## config.mk

```make
export PLATFORM = sky130hd
export DESIGN_NAME = text_console_writer
export DESIGN_NICKNAME = d
export VERILOG_FILES = /design/src/rtl/tcw_pkg.sv /design/src/rtl/tcw_decode.sv /design/src/rtl/tcw_cursor.sv /design/src/rtl/tcw_scan.sv /design/src/rtl/text_console_writer.sv
export SDC_FILE = /design/constraint.sdc
export NUM_CORES = 1
export LEC_CHECK = 0
export BUFFER_PORTS_ARGS = -buffer_cell sky130_fd_sc_hd__buf_2
export CAP_MARGIN = 15
export CORE_MARGIN = 2
export CORE_UTILIZATION = 45
export CTS_BUF_LIST = sky130_fd_sc_hd__clkbuf_16
export DETAILED_ROUTE_END_ITERATION = 7
export PLACE_DENSITY = 0.68
export RECOVER_POWER = 100
export SYNTH_ARGS = -nofsm -noshare
export SYNTH_HDL_FRONTEND = slang
export SYNTH_HIERARCHICAL = 1
export SYNTH_SLANG_ARGS = --single-unit
export TNS_END_PERCENT = 20
```

## constraint.sdc

```tcl
create_clock -name clk -period 3.8 [get_ports clk]
set_input_delay 0.19 -clock clk [delete_from_list [all_inputs] [get_ports clk]]
set_output_delay 0.19 -clock clk [all_outputs]
set_load 0.05 [all_outputs]
```

## src/rtl/tcw_pkg.sv

```systemverilog
package tcw_pkg;

  typedef enum logic [2:0] {
    K_DROP, K_PRINT, K_CR, K_LF, K_BS
  } kind_t;

  typedef enum logic [2:0] {
    CUR_HOLD, CUR_HOME, CUR_BACK, CUR_DOWN, CUR_STEP
  } cur_cmd_t;

  typedef enum logic [2:0] {
    ST_IDLE, ST_ADDR, ST_DATA, ST_CPY_RD, ST_CPY_WR, ST_BLK_ADDR, ST_BLK_WR
  } state_t;

  localparam logic [7:0] CH_BS    = 8'h08;
  localparam logic [7:0] CH_LF    = 8'h0A;
  localparam logic [7:0] CH_CR    = 8'h0D;
  localparam logic [7:0] CH_SPACE = 8'h20;
  localparam logic [7:0] CH_TILDE = 8'h7E;

  // Sort an incoming byte into the action it calls for.
  function automatic kind_t classify(input logic [7:0] b);
    if (b >= CH_SPACE && b <= CH_TILDE) return K_PRINT;
    if (b == CH_CR) return K_CR;
    if (b == CH_LF) return K_LF;
    if (b == CH_BS) return K_BS;
    return K_DROP;
  endfunction

endpackage

```

## src/rtl/tcw_decode.sv

```systemverilog
module tcw_decode
  import tcw_pkg::*;
(
  input  logic [7:0] code,
  output kind_t      kind
);
  always_comb kind = classify(code);
endmodule

```

## src/rtl/tcw_cursor.sv

```systemverilog
module tcw_cursor
  import tcw_pkg::*;
#(
  parameter int COLS = 80,
  parameter int ROWS = 25,
  localparam int CW = $clog2(COLS),
  localparam int RW = $clog2(ROWS)
) (
  input  logic          clk,
  input  logic          rst_n,
  input  cur_cmd_t      cmd,
  output logic [CW-1:0] col,
  output logic [RW-1:0] row,
  output logic          overflow
);
  localparam logic [CW-1:0] LAST_COL = CW'(COLS - 1);
  localparam logic [RW-1:0] LAST_ROW = RW'(ROWS - 1);

  logic at_last_col, at_last_row;
  assign at_last_col = (col == LAST_COL);
  assign at_last_row = (row == LAST_ROW);

  // A move below the bottom row requests a scroll instead.
  always_comb
    overflow = at_last_row &&
               ((cmd == CUR_DOWN) || (cmd == CUR_STEP && at_last_col));

  always_ff @(posedge clk) begin
    if (!rst_n) begin
      col <= '0;
      row <= '0;
    end else begin
      case (cmd)
        CUR_HOME: col <= '0;
        CUR_BACK: if (col != '0) col <= col - 1'b1;
        CUR_DOWN: if (!at_last_row) row <= row + 1'b1;
        CUR_STEP: begin
          if (!at_last_col) begin
            col <= col + 1'b1;
          end else begin
            col <= '0;
            if (!at_last_row) row <= row + 1'b1;
          end
        end
        default: ;
      endcase
    end
  end
endmodule

```

## src/rtl/tcw_scan.sv

```systemverilog
module tcw_scan #(
  parameter int COLS = 80,
  parameter int ROWS = 25,
  localparam int CW = $clog2(COLS),
  localparam int RW = $clog2(ROWS)
) (
  input  logic          clk,
  input  logic          rst_n,
  input  logic          start,
  input  logic          step,
  output logic [CW-1:0] col,
  output logic [RW-1:0] row,
  output logic          copy_end,
  output logic          blank_end
);
  localparam logic [CW-1:0] LAST_COL = CW'(COLS - 1);
  localparam logic [RW-1:0] LAST_ROW = RW'(ROWS - 1);
  localparam logic [RW-1:0] LAST_SRC = RW'(ROWS - 2);

  assign copy_end  = (row == LAST_SRC) && (col == LAST_COL);
  assign blank_end = (row == LAST_ROW) && (col == LAST_COL);

  always_ff @(posedge clk) begin
    if (!rst_n || start) begin
      col <= '0;
      row <= '0;
    end else if (step) begin
      if (col != LAST_COL) begin
        col <= col + 1'b1;
      end else begin
        col <= '0;
        row <= blank_end ? '0 : row + 1'b1;
      end
    end
  end
endmodule

```

## src/rtl/text_console_writer.sv

```systemverilog
module text_console_writer
  import tcw_pkg::*;
#(
  parameter int COLS = 80,
  parameter int ROWS = 25,
  localparam int CW = $clog2(COLS),
  localparam int RW = $clog2(ROWS)
) (
  input  logic          clk,
  input  logic          rst_n,
  input  logic          in_valid,
  input  logic [7:0]    in_data,
  output logic          in_ready,
  output logic          wr_en,
  output logic [CW-1:0] wr_col,
  output logic [RW-1:0] wr_row,
  output logic [7:0]    wr_char,
  output logic          rd_en,
  output logic [CW-1:0] rd_col,
  output logic [RW-1:0] rd_row,
  input  logic [7:0]    rd_char
);
  state_t        state, nstate;
  kind_t         kind;
  cur_cmd_t      cur_cmd;
  logic [CW-1:0] cur_col, scan_col;
  logic [RW-1:0] cur_row, scan_row;
  logic          overflow, copy_end, blank_end, scan_step;
  logic [7:0]    char_q;

  // Named events for the checker.
  logic accept, scroll_start, cell_write;

  assign in_ready     = (state == ST_IDLE);
  assign accept       = in_valid && in_ready;
  assign scroll_start = overflow;

  tcw_decode u_dec (.code(in_data), .kind(kind));

  always_comb begin
    cur_cmd = CUR_HOLD;
    if (accept) begin
      case (kind)
        K_CR:    cur_cmd = CUR_HOME;
        K_LF:    cur_cmd = CUR_DOWN;
        K_BS:    cur_cmd = CUR_BACK;
        default: cur_cmd = CUR_HOLD;
      endcase
    end else if (state == ST_DATA) begin
      cur_cmd = CUR_STEP;
    end
  end

  tcw_cursor #(.COLS(COLS), .ROWS(ROWS)) u_cur (
    .clk(clk), .rst_n(rst_n), .cmd(cur_cmd),
    .col(cur_col), .row(cur_row), .overflow(overflow)
  );

  assign scan_step = (state == ST_CPY_WR) || (state == ST_BLK_WR);

  tcw_scan #(.COLS(COLS), .ROWS(ROWS)) u_scan (
    .clk(clk), .rst_n(rst_n), .start(scroll_start), .step(scan_step),
    .col(scan_col), .row(scan_row), .copy_end(copy_end), .blank_end(blank_end)
  );

  always_comb begin
    nstate = state;
    case (state)
      ST_IDLE: begin
        if (accept) begin
          if (kind == K_PRINT) nstate = ST_ADDR;
          else if (overflow)   nstate = ST_CPY_RD;
        end
      end
      ST_ADDR:     nstate = ST_DATA;
      ST_DATA:     nstate = overflow ? ST_CPY_RD : ST_IDLE;
      ST_CPY_RD:   nstate = ST_CPY_WR;
      ST_CPY_WR:   nstate = copy_end ? ST_BLK_ADDR : ST_CPY_RD;
      ST_BLK_ADDR: nstate = ST_BLK_WR;
      ST_BLK_WR:   nstate = blank_end ? ST_IDLE : ST_BLK_ADDR;
      default:     nstate = ST_IDLE;
    endcase
  end

  always_ff @(posedge clk) begin
    if (!rst_n) begin
      state  <= ST_IDLE;
      char_q <= CH_SPACE;
    end else begin
      state <= nstate;
      if (accept) char_q <= in_data;
    end
  end

  assign cell_write = (state == ST_DATA) || (state == ST_CPY_WR) ||
                      (state == ST_BLK_WR);
  assign wr_en = cell_write;

  always_comb begin
    if (state == ST_IDLE || state == ST_ADDR || state == ST_DATA) begin
      wr_col = cur_col;
      wr_row = cur_row;
    end else begin
      wr_col = scan_col;
      wr_row = scan_row;
    end
    case (state)
      ST_DATA:   wr_char = char_q;
      ST_CPY_WR: wr_char = rd_char;
      default:   wr_char = CH_SPACE;
    endcase
  end

  assign rd_en  = (state == ST_CPY_RD);
  assign rd_col = scan_col;
  assign rd_row = scan_row + 1'b1;
endmodule

```

==> impl_metrics.ini, run 1 <==
[worst_setup_path]
slowest_delay_ns = 0.54
crit_buf_inv = 1
end_kind = flop
worstPathMaxFanout = 7
cp.required_ns = 3.96
arrival_ns = 3.39
critical_path_class = input pin to flop
cp_top_family = simple AND/OR/NAND/NOR gates
worstSetupStartpointType = input pin
cp_cell_sequence = clkbuf_1, nor2_1, nand3_1, nor4_2, or3b_2, a21oi_1, or3b_1, a21oi_1, o32ai_1, a211o_1
worst_path_max_delay_cell = or3b_1
path_common_cell = a21oi_1

[clock_network]
hold_buffers = 0
postCtsSetupBuffers = 0
cts.repair.resized = 0
clkLatencyLatePin_ns = 0.28
ctsHtreeMaxLevel = 2
clock_sinks = 35
cts_buffers = 5
cts_tree = yes
cts_buffer_depth = 2
cts-root-buf = clkbuf_16
path_clk_slew_ns = 0.05

[routing]
drc = 0
vias = 2535
vias_per_cell = 5.79
post_drt_wl_per_cell_um = 15.3
wirelength_um = 6720
postRouteAntennaNets = 0
dr.pass1.iters = 4
drt_iter0_markers = 131

[logic_synthesis]
synth_seq_area_share_pct = 26.7
synth_top_cells_by_count = 35 x dfxtp_1, 29 x nand2_1, 24 x nor2_1, 20 x o21ai_0, 18 x nand3_1
synth_top_area_cell = dfxtp_1
synth_seq_cells = 35
synth_mux_area_share_pct = 7.43
synth-compound-area-share_pct = 22.5
synthTopCellsByArea = dfxtp_1 27%, mux2_2 5.1%, ha_1 4.3%, nand2_1 4.1%, o21ai_0 3.8%
synthMostInstantiatedCell = dfxtp_1
synthFlopType = dfxtp_1
synthArstFlopShare_pct = 0
synth_top_family_by_area = simple AND/OR/NAND/NOR gates
avgSynthCellArea_um2 = 8.21
syn-num-nets = 348
synth-xor-area-share_pct = 2.00
synth_simple_gate_area_share_pct = 30.8
synth_edf_count = 0
synthCells = 320
synth_cell_types = 71
netlist.area_leader.share_pct = 26.7
yosys.area_share.adder_pct = 4.29
yosysWarnings = 6
netlist_area_mm2 = 0.00263

[sta]
period_minus_slack_ns = 3.23
rsz0062_at_grt = false
min_period_over_period_pct = 84.9
worst_slack_ns = 0.573
finClkSkew_ns = 0.00497
hold_viol_final = 0
setup_viol = 0
drv_slew = 16
fmax_ghz = 0.310
tightest_slew_ns = 2.14
totalNegativeSetupSlack_ns = 0
relSlewSlack_pct = -45.0

[global_routing]
met3_usage_pct = 3.71
gr-usage-met1_pct = 26.6
grt_pass1_wl_um = 10800
grt_pass1_vias = 2312
track_usage_pct = 21.1
top_usage_layer = met2
grt_max_degree = 31
grt_antenna_before_repair = 0
use_met2_pct = 36.2
grt-ovfl-total = 0

[cells_and_area]
fillers = 544
antenna_cells = 0
nets = 393
syn_to_final_growth_pct = 14.4
stdcell_count = 438
drive_gt1_share_pct = 15.3
post-route-util_pct = 53.9

[power]
p_sw_uw = 206
p_seq_share_pct = 39.0
combPwrFrac_pct = 6.3
p_sw_share_pct = 21.1
ir_worst_vdd_mv = 0.213
p_per_area_mw_per_mm2 = 326
leakage_uw = 0.00112
p_int_uw = 772
p_total_uw = 978
pwr-share-clk_pct = 54.7

[floorplanning]
num_io_pins = 54
die_h_um = 80.4
floorplan.initialDensity_pct = 47.1
core_area_mm2 = 0.00557
num_rows = 27
die_area_mm2 = 0.00646
chipWidth_um = 80.4

[placed_design]
portBuffers = 53
dp_hpwl_um = 4860
post-place-cells = 430
gp_congestion = 0.834
place_ws_ns = 0.468

[hold_path]
hold_class = input pin to flop

[outcome]
violations = max-capacitance violations, max-slew violations
status = finished with violations

[flow_run]
maxCapViolCount = 1
## final timing paths
check                   from      endpoint  slack [ns]  cells after the start
setup reg to reg    state[0]  u_cur/col[5]        0.82                      7
hold reg to reg    char_q[7]     char_q[7]        0.47                      2
setup / recovery  in_data[6]  u_cur/col[5]        0.57                     10
hold / removal    in_data[3]     char_q[3]        0.17                      3
## cell type report
type	count	area (µm²)	share of cell area (%)
multi-input combinational	251	1720	57.4
tap	72	90.1	3.00
sequential	35	701	23.3
clock inverter	3	67.6	2.25
inverter	17	63.8	2.12
timing repair buffer	55	233	7.75
clock buffer	5	125	4.16
## layout by cell type (no fill, tap or decap), types with 9 or more instances in the layout
cell type and count:
clkbuf_1 36, dfxtp_1 35, nand2_1 29, nor2_1 25, o21ai_0 20, nand3_1 19
buf_2 18, a21oi_1 17, inv_1 17, mux2_2 12, ha_1 9
## tightest hold or removal path, delay by kind of cell
kind	cells	cell delay (ns)
buffers and inverters	1	0.10
AND/OR/NAND/NOR	1	0.06
AO/OA/AOI/OAI	1	0.06
## metal layers
layer | vias up | routed length, µm
li1 | 1269 | -
met1 | 1191 | 3080
met2 | 64 | 3210
met3 | 11 | 318
met4 | 0 | 108
met5 | - | 0
## flip-flops by register name, indices dropped and copies added, names as in the netlist
register    flops
state           3
u_cur/row       5
u_scan/col      7
char_q          8
u_cur/col       7
u_scan/row      5
## power by group through the flow
stage | logic, µW | clock network [µW] | registers (µW)
2_1_floorplan | 47.1 | 0 | 385
3_3_place_gp | 63.6 | 0 | 390
3_5_place_dp | 64.5 | 0 | 390
4_1_cts | 64.8 | 543 | 382
5_1_grt | 68.8 | 557 | 382
6_report | 62.1 | 535 | 382
## cells by family (layout without fill, tap and decap cells)
group,after synthesis,count (layout)
simple gates,136,136
compound gates,82,82
flops,35,35
buf+inv,34,80
mux,18,18
fa+ha+maj,9,9
xor+xnor,6,6
## stage by stage
stage	instance area [µm²]	hold slack, ns
2_1_floorplan	2630	0.318
3_3_place_gp	2900	0.451
3_5_place_dp	2900	0.454
4_1_cts	3090	0.168
5_1_grt	3000	0.190
6_report	3000	0.171
No activity file was read; power rests on OpenSTA's default activity.
==> inputs of run 2 (changes only) <==
==> constraint.sdc (replaced) <==
create_clock -name clk -period 3.1 [get_ports clk]
set_input_delay 0.155 -clock clk [delete_from_list [all_inputs] [get_ports clk]]
set_output_delay 0.155 -clock clk [all_outputs]
set_load 0.05 [all_outputs]
==> run 2 against run 1 <==
The flow now finishes without violations. Critical path depth is 5 lower. Global-route usage is 0.53 points lower. Hold slack worse by 0.032 ns. Via count is 1.7% higher. Clock skew is 0.0023 ns lower. Largest power group unchanged. Clock-buffer cell count stayed put. First-iteration DRC count is 28% higher. Clock power is 10% lower. Critical endpoint is now wr_col[3]. Non-clock buffer count is 7 higher. Power is 4.8% higher.
==> impl_metrics.ini, run 2 (synthesis gave the netlist of run 1 again) <==
[outcome]
status = finished clean

[worst_setup_path]
cp.required_ns = 2.94
arrival_ns = 2.51
critical_path_class = flop to primary output
cp_cell_sequence = buf_4, a21oi_1, clkbuf_1, mux2_2, clkbuf_1
cp_top_family = buffers and inverters
worst_path_max_delay_cell = a21oi_1
r2r_end = u_scan/col[6]
path_common_cell = clkbuf_1
worstSetupStartpointType = flop
r2r_cells = 9
end_kind = primary output
reg2reg_from = state[2]
regToRegSetupSlack_ns = 0.45
slowest_delay_ns = 0.58
path_depth = 5
worstPathMaxFanout = 8
crit_buf_inv = 3

[clock_network]
cts_tree = yes
clock_sinks = 35
ctsHtreeMaxLevel = 2
cts_buffer_depth = 2
clkLatencyLatePin_ns = 0.28
hold_buffers = 0
cts.repair.resized = 0
path_clk_slew_ns = 0.06
postCtsSetupBuffers = 0
cts_buffers = 5
cts-root-buf = clkbuf_16

[floorplanning]
num_io_pins = 54
core_area_mm2 = 0.00557
floorplan.initialDensity_pct = 47.1
chipWidth_um = 80.4
num_rows = 27
die_area_mm2 = 0.00646
die_h_um = 80.4

[global_routing]
grt_antenna_before_repair = 0
top_usage_layer = met2
use_met2_pct = 34.7
grt_pass1_vias = 2236
grt_pass1_wl_um = 10600
gr-usage-met1_pct = 26.3
grt_max_degree = 31
grt-ovfl-total = 0
met3_usage_pct = 3.71
track_usage_pct = 20.6

[cells_and_area]
antenna_cells = 0
drive_gt1_share_pct = 16.9
largestRegisters = char_q (8), u_cur/col (7), u_scan/col (7)
layout_common_cells = 37 x clkbuf_1, 35 x dfxtp_1, 29 x nand2_1, 24 x nor2_1, 20 x o21ai_0
largest_reg_flops = 8
syn_to_final_growth_pct = 14.7
stdcell_count = 445
max_flop_register = char_q
nets = 400
final_common_cell = clkbuf_1
post-route-util_pct = 54.0

[routing]
post_drt_wl_per_cell_um = 14.9
dr.pass1.iters = 5
postRouteAntennaNets = 0
drc = 0
vias = 2579
drt_iter0_markers = 168
vias_per_cell = 5.80
wirelength_um = 6620

[power]
p_int_uw = 780
pwr-share-clk_pct = 46.7
combPwrFrac_pct = 7.9
p_sw_uw = 246
p_per_area_mw_per_mm2 = 340
ir_worst_vdd_mv = 0.224
leakage_uw = 0.00113
p_seq_share_pct = 45.4
p_total_uw = 1030
p_sw_share_pct = 24.0

[sta]
finClkSkew_ns = 0.00266
tightest_slew_ns = 1.15
rsz0062_at_grt = false
setup_viol = 0
min_period_over_period_pct = 85.9
totalNegativeSetupSlack_ns = 0
relSlewSlack_pct = 23.4
period_minus_slack_ns = 2.66
fmax_ghz = 0.376
hold_viol_final = 0
hold_ws_ns = 0.140
drv_slew = 0

[placed_design]
portBuffers = 53
dp_hpwl_um = 4790
gp_congestion = 0.854
post-place-cells = 436

[flow_run]
maxCapViolCount = 0

[hold_path]
hold_class = input pin to flop
whs_path_depth = 3
hold_start = in_data[4]
hold_path_end = char_q[4]
run 2: per-stage QoR:
stage	instance area [µm²]	setup slack [ns]
after detailed placement	2960	0.356
after floorplan	2640	0.154
after CTS	3100	0.412
after global placement	2960	0.403
final	3010	0.437
after global routing	3010	0.169
run 2: power by group through the flow:
| stage | sequential (µW) | combinational, µW | clock [µW] |
|---|---|---|---|
| after floorplan | 472 | 58.7 | 0 |
| after global placement | 475 | 82.8 | 0 |
| after detailed placement | 475 | 83.9 | 0 |
| after CTS | 466 | 84.2 | 492 |
| after global routing | 466 | 88.9 | 515 |
| final | 465 | 80.8 | 479 |
run 2: tightest hold or removal path: stages:
cell	delay [ns]
buf_2	0.11
nand3_1	0.06
o21ai_0	0.06
run 2: worst max-delay path by stage:
stage / end / start / slack [ns]
after floorplan: u_scan/row[4] / state[2] / 0.15
after detailed placement: u_cur/col[5] / in_data[6] / 0.36
after CTS: wr_row[4] / state[2] / 0.41
final: wr_col[3] / state[2] / 0.44
after global placement: u_cur/col[5] / in_data[6] / 0.40
after global routing: u_cur/col[5] / in_data[7] / 0.17
run 2: per-layer routing:
layer | vias up | part of all wire [%] | routed length, µm
met5 | - | 0 | 0
met4 | 0 | 1.7 | 112
met3 | 9 | 4.2 | 278
met2 | 69 | 47 | 3130
met1 | 1214 | 47 | 3100
li1 | 1287 | - | -
run 2: cell type report:
class	instances	area [µm²]
Sequential cell	35	701
Multi-Input combinational cell	251	1740
Tap cell	72	90.1
Clock buffer	5	125
Inverter	17	63.8
Timing Repair Buffer	62	279
Fill cell	563	2560
Clock inverter	3	15.0
==> inputs of run 3 (changes only) <==
--- a/config.mk
+++ b/config.mk
@@ -13,6 +13,8 @@
 export DETAILED_ROUTE_END_ITERATION = 7
 export PLACE_DENSITY = 0.68
 export RECOVER_POWER = 100
+export REMOVE_ABC_BUFFERS = 1
+export SETUP_SLACK_MARGIN = 0.3
 export SYNTH_ARGS = -nofsm -noshare
 export SYNTH_HDL_FRONTEND = slang
 export SYNTH_HIERARCHICAL = 1
==> run 3 against run 2 <==
Critical path depth rose by 6. Via count fell by 0.97%. Sequential power barely moved. Largest cell class unchanged. Highest routed layer unchanged.
==> impl_metrics.ini, run 3 (synthesis gave the netlist of run 1 again) <==
[outcome]
status = finished clean

[placed_design]
portBuffers = 53
place_ws_ns = 0.344
postPlaceCellArea_mm2 = 0.00296
post-place-cells = 438
dp_hpwl_um = 4760
gp_congestion = 0.810

[sta]
finClkSkew_ns = 0.00329
fmax_ghz = 0.365
period_minus_slack_ns = 2.74
worst_slack_ns = 0.363
hold_viol_final = 0
tightest_slew_ns = 1.12
min_period_over_period_pct = 88.3
setup_viol = 0
rsz0062_at_grt = false
hold_ws_ns = 0.121
relSlewSlack_pct = 24.8
drv_slew = 0

[clock_network]
hold_buffers = 0
ctsHtreeMaxLevel = 2
cts_tree = yes
cts_buffers = 5
clock_sinks = 35
postCtsSetupBuffers = 0
path_clk_slew_ns = 0.06
clkLatencyLatePin_ns = 0.28
cts.repair.resized = 0
cts_buffer_depth = 2
cts-root-buf = clkbuf_16

[worst_setup_path]
worstSetupStartpointType = input pin
arrival_ns = 2.90
cp.required_ns = 3.26
critical_path_class = input pin to flop
reg2reg_from = state[2]
startpoint = in_data[6]
path_common_cell = a21oi_1
worstPathMaxFanout = 7
end_kind = flop
worst_path_max_delay_cell = or3b_1
cp_cell_sequence = clkbuf_1, nor2_1, nand3_2, nor4_2, or3b_2, a21oi_1, buf_4, or3b_1, a21oi_1, o32ai_1, a211o_1
slowest_delay_ns = 0.48

[global_routing]
grt_pass1_wl_um = 10600
grt-ovfl-total = 0
grt_antenna_before_repair = 0
grt_max_degree = 31
grt_pass1_vias = 2280
track_usage_pct = 20.8

[routing]
drc = 0
post_drt_wl_per_cell_um = 14.5
vias_per_cell = 5.73
wirelength_um = 6470
dr.pass1.iters = 4
postRouteAntennaNets = 0
drt_iter0_markers = 119
vias = 2554

[hold_path]
hold_class = input pin to flop
hold_start = in_data[5]

[cells_and_area]
nets = 401
drive_gt1_share_pct = 16.8
post-route-util_pct = 54.1
stdcell_count = 446
antenna_cells = 0
stdcell_area_mm2 = 0.00301
final_common_cell = clkbuf_1
layout_common_cells = 37 x clkbuf_1, 35 x dfxtp_1, 29 x nand2_1, 25 x nor2_1, 20 x o21ai_0
max_flop_register = char_q
largest_reg_flops = 8
largestRegisters = char_q (8), u_cur/col (7), u_scan/col (7)
syn_to_final_growth_pct = 14.8

[power]
leakage_uw = 0.00114
p_per_area_mw_per_mm2 = 341
ir_worst_vdd_mv = 0.250

[floorplanning]
chipWidth_um = 80.4
floorplan.initialDensity_pct = 47.1
die_h_um = 80.4
die_area_mm2 = 0.00646
num_io_pins = 54
num_rows = 27
core_area_mm2 = 0.00557

[flow_run]
maxCapViolCount = 0
run 3: cell count changes in the layout (fill, tap and decap cells not counted), sizes merged:
cell and delta:
buf +1, clkinv -1, inv +1
run 3: stage by stage:
stage / power [µW] / setup TNS, ns
after detailed placement: 558 / 0
final: 1030 / 0
after CTS: 1040 / 0
after floorplan: 521 / -8.45
after global placement: 557 / 0
after global routing: 1070 / 0
run 3: worst max-delay path, delay by kind of cell:
kind	cells	cell delay (ns)
and+or+nand+nor	5	1.43
AOI/OAI and AO/OA	4	1.03
buffers and inverters	2	0.27
run 3: power breakdown:
| group | leakage [µW] | switching, µW | internal, µW |
|---|---|---|---|
| Sequential | 0.000283 | 7.36 | 459 |
| Clock | 0.0000710 | 190 | 293 |
| Combinational | 0.000787 | 49.7 | 29.8 |
| Total | 0.00114 | 247 | 781 |
run 3: layout make-up:
cell class | instances | area [µm²]
Fill cell | 547 | 2560
Multi-Input combinational cell | 251 | 1730
Sequential cell | 35 | 701
Timing Repair Buffer | 63 | 287
Clock buffer | 5 | 125
Tap cell | 72 | 90.1
Inverter | 17 | 63.8
Clock inverter | 3 | 16.3
run 3: path summary, 6_finish.rpt:
path                                 endpoint  slack (ns)  cells after the start
worst min register to register      char_q[7]        0.46                      2
worst max-delay path             u_cur/col[5]        0.36                     11
worst min-delay path                char_q[5]        0.12                      3
worst max register to register  u_scan/row[3]        0.39                     11
run 3: per-layer routing:
layer  track usage [%]  wire length (µm)  up-vias
li1                  -                 -     1291
met3              4.38               333        7
met4              7.63                92        0
met5                 0                 0        -
met2              33.8              3070       61
met1              26.9              2970     1195
